File: config.mk
export PLATFORM = sky130hd
export DESIGN_NAME = acc_alu
export DESIGN_NICKNAME = d
export VERILOG_FILES = /design/src/rtl/acc_alu_pkg.sv /design/src/rtl/acc_alu_control.sv /design/src/rtl/acc_alu_datapath.sv /design/src/rtl/acc_alu.sv
export SDC_FILE = /design/constraint.sdc
export NUM_CORES = 1
export LEC_CHECK = 0
export ABC_AREA = 1
export BUFFER_PORTS_ARGS = -buffer_cell sky130_fd_sc_hd__buf_2
export CORE_MARGIN = 4
export CORE_UTILIZATION = 30
export DETAILED_ROUTE_END_ITERATION = 16
export PLACE_DENSITY_LB_ADDON = 0.3
export SETUP_SLACK_MARGIN = 0.02
export SLEW_MARGIN = 20
export SYNTH_ARGS = -nofsm -noshare
export SYNTH_HDL_FRONTEND = slang
export SYNTH_HIERARCHICAL = 1
export SYNTH_SLANG_ARGS = --single-unit
File: constraint.sdc
create_clock -name vclk -period 5.47
set_clock_uncertainty 0.1 [all_clocks]
set_input_delay 0.8205 -clock vclk [all_inputs]
set_output_delay 0.8205 -clock vclk [all_outputs]
set_load 0.05 [all_outputs]
File: src/rtl/acc_alu_pkg.sv
package acc_alu_pkg;

  localparam int ModeBits = 4;

  typedef enum logic [ModeBits-1:0] {
    MODE_ADD    = 4'h0,
    MODE_SUB_AB = 4'h1,
    MODE_PASS_A = 4'h2,
    MODE_PASS_B = 4'h3,
    MODE_AND    = 4'h4,
    MODE_OR     = 4'h5,
    MODE_XOR    = 4'h6,
    MODE_SUB_BA = 4'h7,
    MODE_INC_B  = 4'h8,
    MODE_DEC_B  = 4'h9,
    MODE_ROL    = 4'hA,
    MODE_ROR    = 4'hB,
    MODE_SLL    = 4'hC,
    MODE_SRL    = 4'hD,
    MODE_SRA    = 4'hE,
    MODE_NEG    = 4'hF
  } aluMode_e;

  // Adder input selection
  typedef enum logic [1:0] {X_ZERO, X_A, X_B} addX_e;
  typedef enum logic [2:0] {Y_ZERO, Y_B, Y_NOT_B, Y_NOT_A, Y_ONES} addY_e;

  // Result source
  typedef enum logic [3:0] {
    R_SUM, R_A, R_B, R_AND, R_OR, R_XOR, R_ROL, R_ROR, R_SLL, R_SRL, R_SRA
  } resSel_e;

  // Carry source
  typedef enum logic [1:0] {C_ADD, C_LEFT, C_RIGHT} carrySel_e;

  // Flags in Z,C,S,O order (Z is the MSB)
  typedef struct packed {
    logic z;
    logic c;
    logic s;
    logic o;
  } aluFlags_t;

  // Strobes from control to datapath
  typedef struct packed {
    addX_e     xSel;
    addY_e     ySel;
    logic      carryIn;
    resSel_e   resSel;
    carrySel_e carrySel;
    logic      updZ;
    logic      updC;
    logic      updS;
    logic      updO;
    logic      zeroAmtHold;
  } aluCtrl_t;

endpackage

File: src/rtl/acc_alu_control.sv
module acc_alu_control
  import acc_alu_pkg::*;
(
  input  logic [ModeBits-1:0] aluMode,
  output aluCtrl_t            ctrl
);

  always_comb begin
    ctrl = '{xSel: X_ZERO, ySel: Y_ZERO, carryIn: 1'b0, resSel: R_SUM,
             carrySel: C_ADD, updZ: 1'b0, updC: 1'b0, updS: 1'b0,
             updO: 1'b0, zeroAmtHold: 1'b0};
    case (aluMode_e'(aluMode))
      MODE_ADD, MODE_SUB_AB, MODE_SUB_BA,
      MODE_INC_B, MODE_DEC_B, MODE_NEG: begin
        ctrl.resSel = R_SUM;
        ctrl.carrySel = C_ADD;
        ctrl.updZ = 1'b1;
        ctrl.updC = 1'b1;
        ctrl.updS = 1'b1;
        ctrl.updO = 1'b1;
        case (aluMode_e'(aluMode))
          MODE_ADD:    begin ctrl.xSel = X_A;    ctrl.ySel = Y_B;                            end
          MODE_SUB_AB: begin ctrl.xSel = X_A;    ctrl.ySel = Y_NOT_B; ctrl.carryIn = 1'b1;   end
          MODE_SUB_BA: begin ctrl.xSel = X_B;    ctrl.ySel = Y_NOT_A; ctrl.carryIn = 1'b1;   end
          MODE_INC_B:  begin ctrl.xSel = X_B;    ctrl.ySel = Y_ZERO;  ctrl.carryIn = 1'b1;   end
          MODE_DEC_B:  begin ctrl.xSel = X_B;    ctrl.ySel = Y_ONES;                         end
          default:     begin ctrl.xSel = X_ZERO; ctrl.ySel = Y_NOT_B; ctrl.carryIn = 1'b1;   end
        endcase
      end
      MODE_PASS_A: ctrl.resSel = R_A;
      MODE_PASS_B: ctrl.resSel = R_B;
      MODE_AND:    begin ctrl.resSel = R_AND; ctrl.updZ = 1'b1; end
      MODE_OR:     begin ctrl.resSel = R_OR;  ctrl.updZ = 1'b1; end
      MODE_XOR:    begin ctrl.resSel = R_XOR; ctrl.updZ = 1'b1; end
      MODE_ROL:    ctrl.resSel = R_ROL;
      MODE_ROR:    ctrl.resSel = R_ROR;
      MODE_SLL: begin
        ctrl.resSel = R_SLL;
        ctrl.carrySel = C_LEFT;
        ctrl.updZ = 1'b1;
        ctrl.updC = 1'b1;
        ctrl.zeroAmtHold = 1'b1;
      end
      MODE_SRL: begin
        ctrl.resSel = R_SRL;
        ctrl.carrySel = C_RIGHT;
        ctrl.updZ = 1'b1;
        ctrl.updC = 1'b1;
        ctrl.zeroAmtHold = 1'b1;
      end
      default: begin  // MODE_SRA
        ctrl.resSel = R_SRA;
        ctrl.carrySel = C_RIGHT;
        ctrl.updZ = 1'b1;
        ctrl.updC = 1'b1;
        ctrl.updS = 1'b1;
        ctrl.zeroAmtHold = 1'b1;
      end
    endcase
  end

endmodule

File: src/rtl/acc_alu_datapath.sv
module acc_alu_datapath
  import acc_alu_pkg::*;
#(
  parameter int WIDTH = 8
) (
  input  logic [WIDTH-1:0] opA,
  input  logic [WIDTH-1:0] opB,
  input  aluCtrl_t         ctrl,
  input  logic             enable,
  input  aluFlags_t        flagsIn,
  output logic [WIDTH-1:0] result,
  output aluFlags_t        flagsOut
);

  localparam int Msb = WIDTH - 1;
  localparam int AmtBits = (WIDTH > 1) ? $clog2(WIDTH) : 1;

  logic [AmtBits-1:0] amt;
  assign amt = opA[AmtBits-1:0];

  // Shared adder
  logic [WIDTH-1:0] addX, addY;
  logic [WIDTH:0]   sumWide;
  logic             addOvf;

  always_comb begin
    case (ctrl.xSel)
      X_A:     addX = opA;
      X_B:     addX = opB;
      default: addX = '0;
    endcase
    case (ctrl.ySel)
      Y_B:     addY = opB;
      Y_NOT_B: addY = ~opB;
      Y_NOT_A: addY = ~opA;
      Y_ONES:  addY = '1;
      default: addY = '0;
    endcase
  end

  assign sumWide = {1'b0, addX} + {1'b0, addY} + {{WIDTH{1'b0}}, ctrl.carryIn};
  assign addOvf  = (addX[Msb] == addY[Msb]) && (sumWide[Msb] != addX[Msb]);

  // Rotators over a doubled operand
  logic [2*WIDTH-1:0] rolWide, rorWide;
  assign rolWide = {opB, opB} << amt;
  assign rorWide = {opB, opB} >> amt;

  // Shifters carry one extra bit that catches the last bit shifted out
  logic [WIDTH:0] sllWide, srlWide, sraWide;
  assign sllWide = {1'b0, opB} << amt;
  assign srlWide = {opB, 1'b0} >> amt;
  assign sraWide = $unsigned($signed({opB, 1'b0}) >>> amt);

  logic [WIDTH-1:0] rawRes;
  logic             rawC;

  always_comb begin
    case (ctrl.resSel)
      R_SUM:   rawRes = sumWide[WIDTH-1:0];
      R_A:     rawRes = opA;
      R_B:     rawRes = opB;
      R_AND:   rawRes = opA & opB;
      R_OR:    rawRes = opA | opB;
      R_XOR:   rawRes = opA ^ opB;
      R_ROL:   rawRes = rolWide[2*WIDTH-1:WIDTH];
      R_ROR:   rawRes = rorWide[WIDTH-1:0];
      R_SLL:   rawRes = sllWide[WIDTH-1:0];
      R_SRL:   rawRes = srlWide[WIDTH:1];
      R_SRA:   rawRes = sraWide[WIDTH:1];
      default: rawRes = '0;
    endcase
    case (ctrl.carrySel)
      C_LEFT:  rawC = sllWide[WIDTH];
      C_RIGHT: rawC = srlWide[0];
      default: rawC = sumWide[WIDTH];
    endcase
  end

  logic holdZc;
  assign holdZc = ctrl.zeroAmtHold && (amt == '0);

  always_comb begin
    result   = enable ? rawRes : '0;
    flagsOut = flagsIn;
    if (enable) begin
      if (ctrl.updZ && !holdZc) flagsOut.z = (rawRes == '0);
      if (ctrl.updC && !holdZc) flagsOut.c = rawC;
      if (ctrl.updS)            flagsOut.s = rawRes[Msb];
      if (ctrl.updO)            flagsOut.o = addOvf;
    end
  end

endmodule

File: src/rtl/acc_alu.sv
module acc_alu
  import acc_alu_pkg::*;
#(
  parameter int WIDTH = 8
) (
  input  logic [WIDTH-1:0]    accIn,
  input  logic [WIDTH-1:0]    operandIn,
  input  logic [ModeBits-1:0] aluMode,
  input  logic                aluEnable,
  input  logic [3:0]          flagsIn,
  output logic [WIDTH-1:0]    aluResult,
  output logic [3:0]          flagsOut
);

  aluCtrl_t  ctrl;
  aluFlags_t nextFlags;

  acc_alu_control u_ctrl (
    .aluMode (aluMode),
    .ctrl    (ctrl)
  );

  acc_alu_datapath #(.WIDTH(WIDTH)) u_dp (
    .opA      (accIn),
    .opB      (operandIn),
    .ctrl     (ctrl),
    .enable   (aluEnable),
    .flagsIn  (aluFlags_t'(flagsIn)),
    .result   (aluResult),
    .flagsOut (nextFlags)
  );

  assign flagsOut = nextFlags;

endmodule

==> results.json <==
{
  "status": "finished clean",
  "p_int_w": 0.0000799,
  "drive_gt1_share_pct": 9.97,
  "slew_headroom_pct": 63.8,
  "route.detailed.drc": 0,
  "pwr-share-clk_pct": 0,
  "comb_power_share_pct": 100.0,
  "gp_congestion": 0.955,
  "cp_max_fo": 8,
  "rsz0062_at_grt": "no",
  "first_pass_iters": 5,
  "cp.required_ns": 4.55,
  "postCtsHoldBufs": 0,
  "grt_pass1_wl_mm": 15.5,
  "portBuffers": 37,
  "diodes": 0,
  "antenna_left": 0,
  "dp_hpwl_mm": 7.92,
  "die_w_um": 103,
  "synthTopCellsByArea": "nand2_1 (34%), ha_1 (13%), nand3_1 (9.2%), inv_1 (9.0%), nor2_1 (8.5%)",
  "yosysTopAreaCell": "nand2_1",
  "grt_max_degree": 26,
  "synth_cells": 565,
  "fmax_mhz": 202,
  "final-hold-violation-count": 0,
  "drtIter0Drc": 335,
  "p_seq_share_pct": 0,
  "pwr_density_cell_nw_per_um2": 95.7,
  "area_growth_pct": 9.29,
  "maxCapViolCount": 0,
  "final_common_cell": "nand2_1",
  "synth_cell_type_count": 28,
  "antenna_found_initial": 0,
  "yosysSeqAreaShare_pct": 0,
  "die_h_um": 103,
  "end_kind": "primary output",
  "period_share_pct": 90.6,
  "fillers": 1043,
  "synth.net_count": 620,
  "hold_path_class": "in2out",
  "die_area_um2": 10600,
  "swShare_pct": 71.8,
  "start_kind": "input port",
  "via_count": 3563,
  "period_minus_slack_ns": 4.96,
  "drv_slew": 0,
  "yosysTopAreaCellShare_pct": 33.7,
  "start_util_pct": 30.9,
  "nNetsFinal": 649,
  "worstPathArrival_ns": 4.04,
  "worstSetupPathType": "in2out",
  "ys_warn_count": 6,
  "tightest_slew_ns": 0.541,
  "grt_use_total_pct": 17.8,
  "leakage_nw": 1.77,
  "vdd_drop_max_uv": 42.6,
  "viasPerCell": 5.09,
  "synth.avg_cell_area_um2": 4.79,
  "first_global_vias": 3269,
  "finalSetupViolCount": 0,
  "final_cell_mix": "nand2_1 (243), inv_1 (65), nor2_1 (61)",
  "synth_area_um2": 2710,
  "ioPinCount": 37,
  "drt-total-wl_mm": 9.39,
  "wl_per_cell_um": 13.4,
  "seq_area_um2": 0,
  "core_area_um2": 8760,
  "overflow": 0,
  "postCtsSetupBuffers": 0,
  "nClkBuffers": 0,
  "fp-row-count": 34,
  "finalCoreUtilization_pct": 33.8,
  "netSwitchingPower_w": 0.000203,
  "design.seq.count": 0,
  "ctsResizeCount": 0,
  "fin_tns_setup_ns": 0
}
==> synthesized netlist by cell type (3+ instances only) <==
cell type    n
a21oi_1     33
buf_2        7
buf_4        3
buf_6        3
ha_1        28
inv_1       65
inv_2        7
nand2_1    243
nand2_2      6
nand3_1     50
nand4_1      4
nor2_1      61
nor2_2       5
nor3_1       7
o211ai_1    13
o21ai_0     10
o21ai_1      5
==> final cells by class <==
class	count	area [µm²]	share of cell area [%]
multi-input cells	480	2340	79.3
inverters	72	270	9.14
repair buffers	40	208	7.02
well taps	108	135	4.57
==> through the flow <==
step / worst slack (ns) / instances / power [W] / area, µm² / hold slack (ns)
CTS: 0.496 / 700 / 0.000280 / 2960 / 1.93
detailed placement: 0.500 / 700 / 0.000279 / 2960 / 1.93
global route: 0.0821 / 700 / 0.000317 / 2960 / 1.95
global placement: 0.611 / 700 / 0.000278 / 2960 / 1.93
finish: 0.512 / 700 / 0.000283 / 2960 / 1.93
floorplan: 0.125 / 565 / 0.000207 / 2710 / 1.77
==> critical path, cell delays in order <==
cell and delay, ns:
buf_2 0.16, nor2_2 0.15, nand2_1 0.08, nor2_1 0.21, nand2_1 0.08, nor2_1 0.42, a21oi_1 0.08, o211ai_1 0.13
fa_1 0.23, inv_1 0.06, fa_1 0.47, nand3b_1 0.10, nand2_1 0.06, nor3_1 0.18, nand2_1 0.07, nor2_1 0.18
nand3_1 0.10, nor2_1 0.09, nand3_1 0.07, nand2_1 0.06, buf_2 0.25
==> final timing paths <==
kind                       start          end  cells past startpoint
worst max-delay path  aluMode[2]  flagsOut[3]                     21
worst min-delay path  flagsIn[2]  flagsOut[2]                      4
==> power by group through the flow <==
| stage | clock [W] | combinational, W | sequential, W |
|---|---|---|---|
| after global routing | 0 | 0.000317 | 0 |
| after global placement | 0 | 0.000278 | 0 |
| after CTS | 0 | 0.000280 | 0 |
| final | 0 | 0.000283 | 0 |
| after detailed placement | 0 | 0.000279 | 0 |
| after floorplan | 0 | 0.000207 | 0 |
==> cells by family (layout without fill, tap and decap cells) <==
family,after synthesis,after routing,synth area share (%)
AND/OR/NAND/NOR,379,379,57.0
adder cells (fa/ha/maj),30,30,14.4
buffers and inverters,85,112,13.4
XOR/XNOR,1,1,0.324
AO/OA/AOI/OAI,70,70,14.9
==> routing by layer <==
layer	track usage [%]	share of wire, %
met1	24.7	45
met2	30.4	47
met3	0.406	5.8
met4	4.28	2.8
met5	0	0
(Power assumes the default switching activity.)
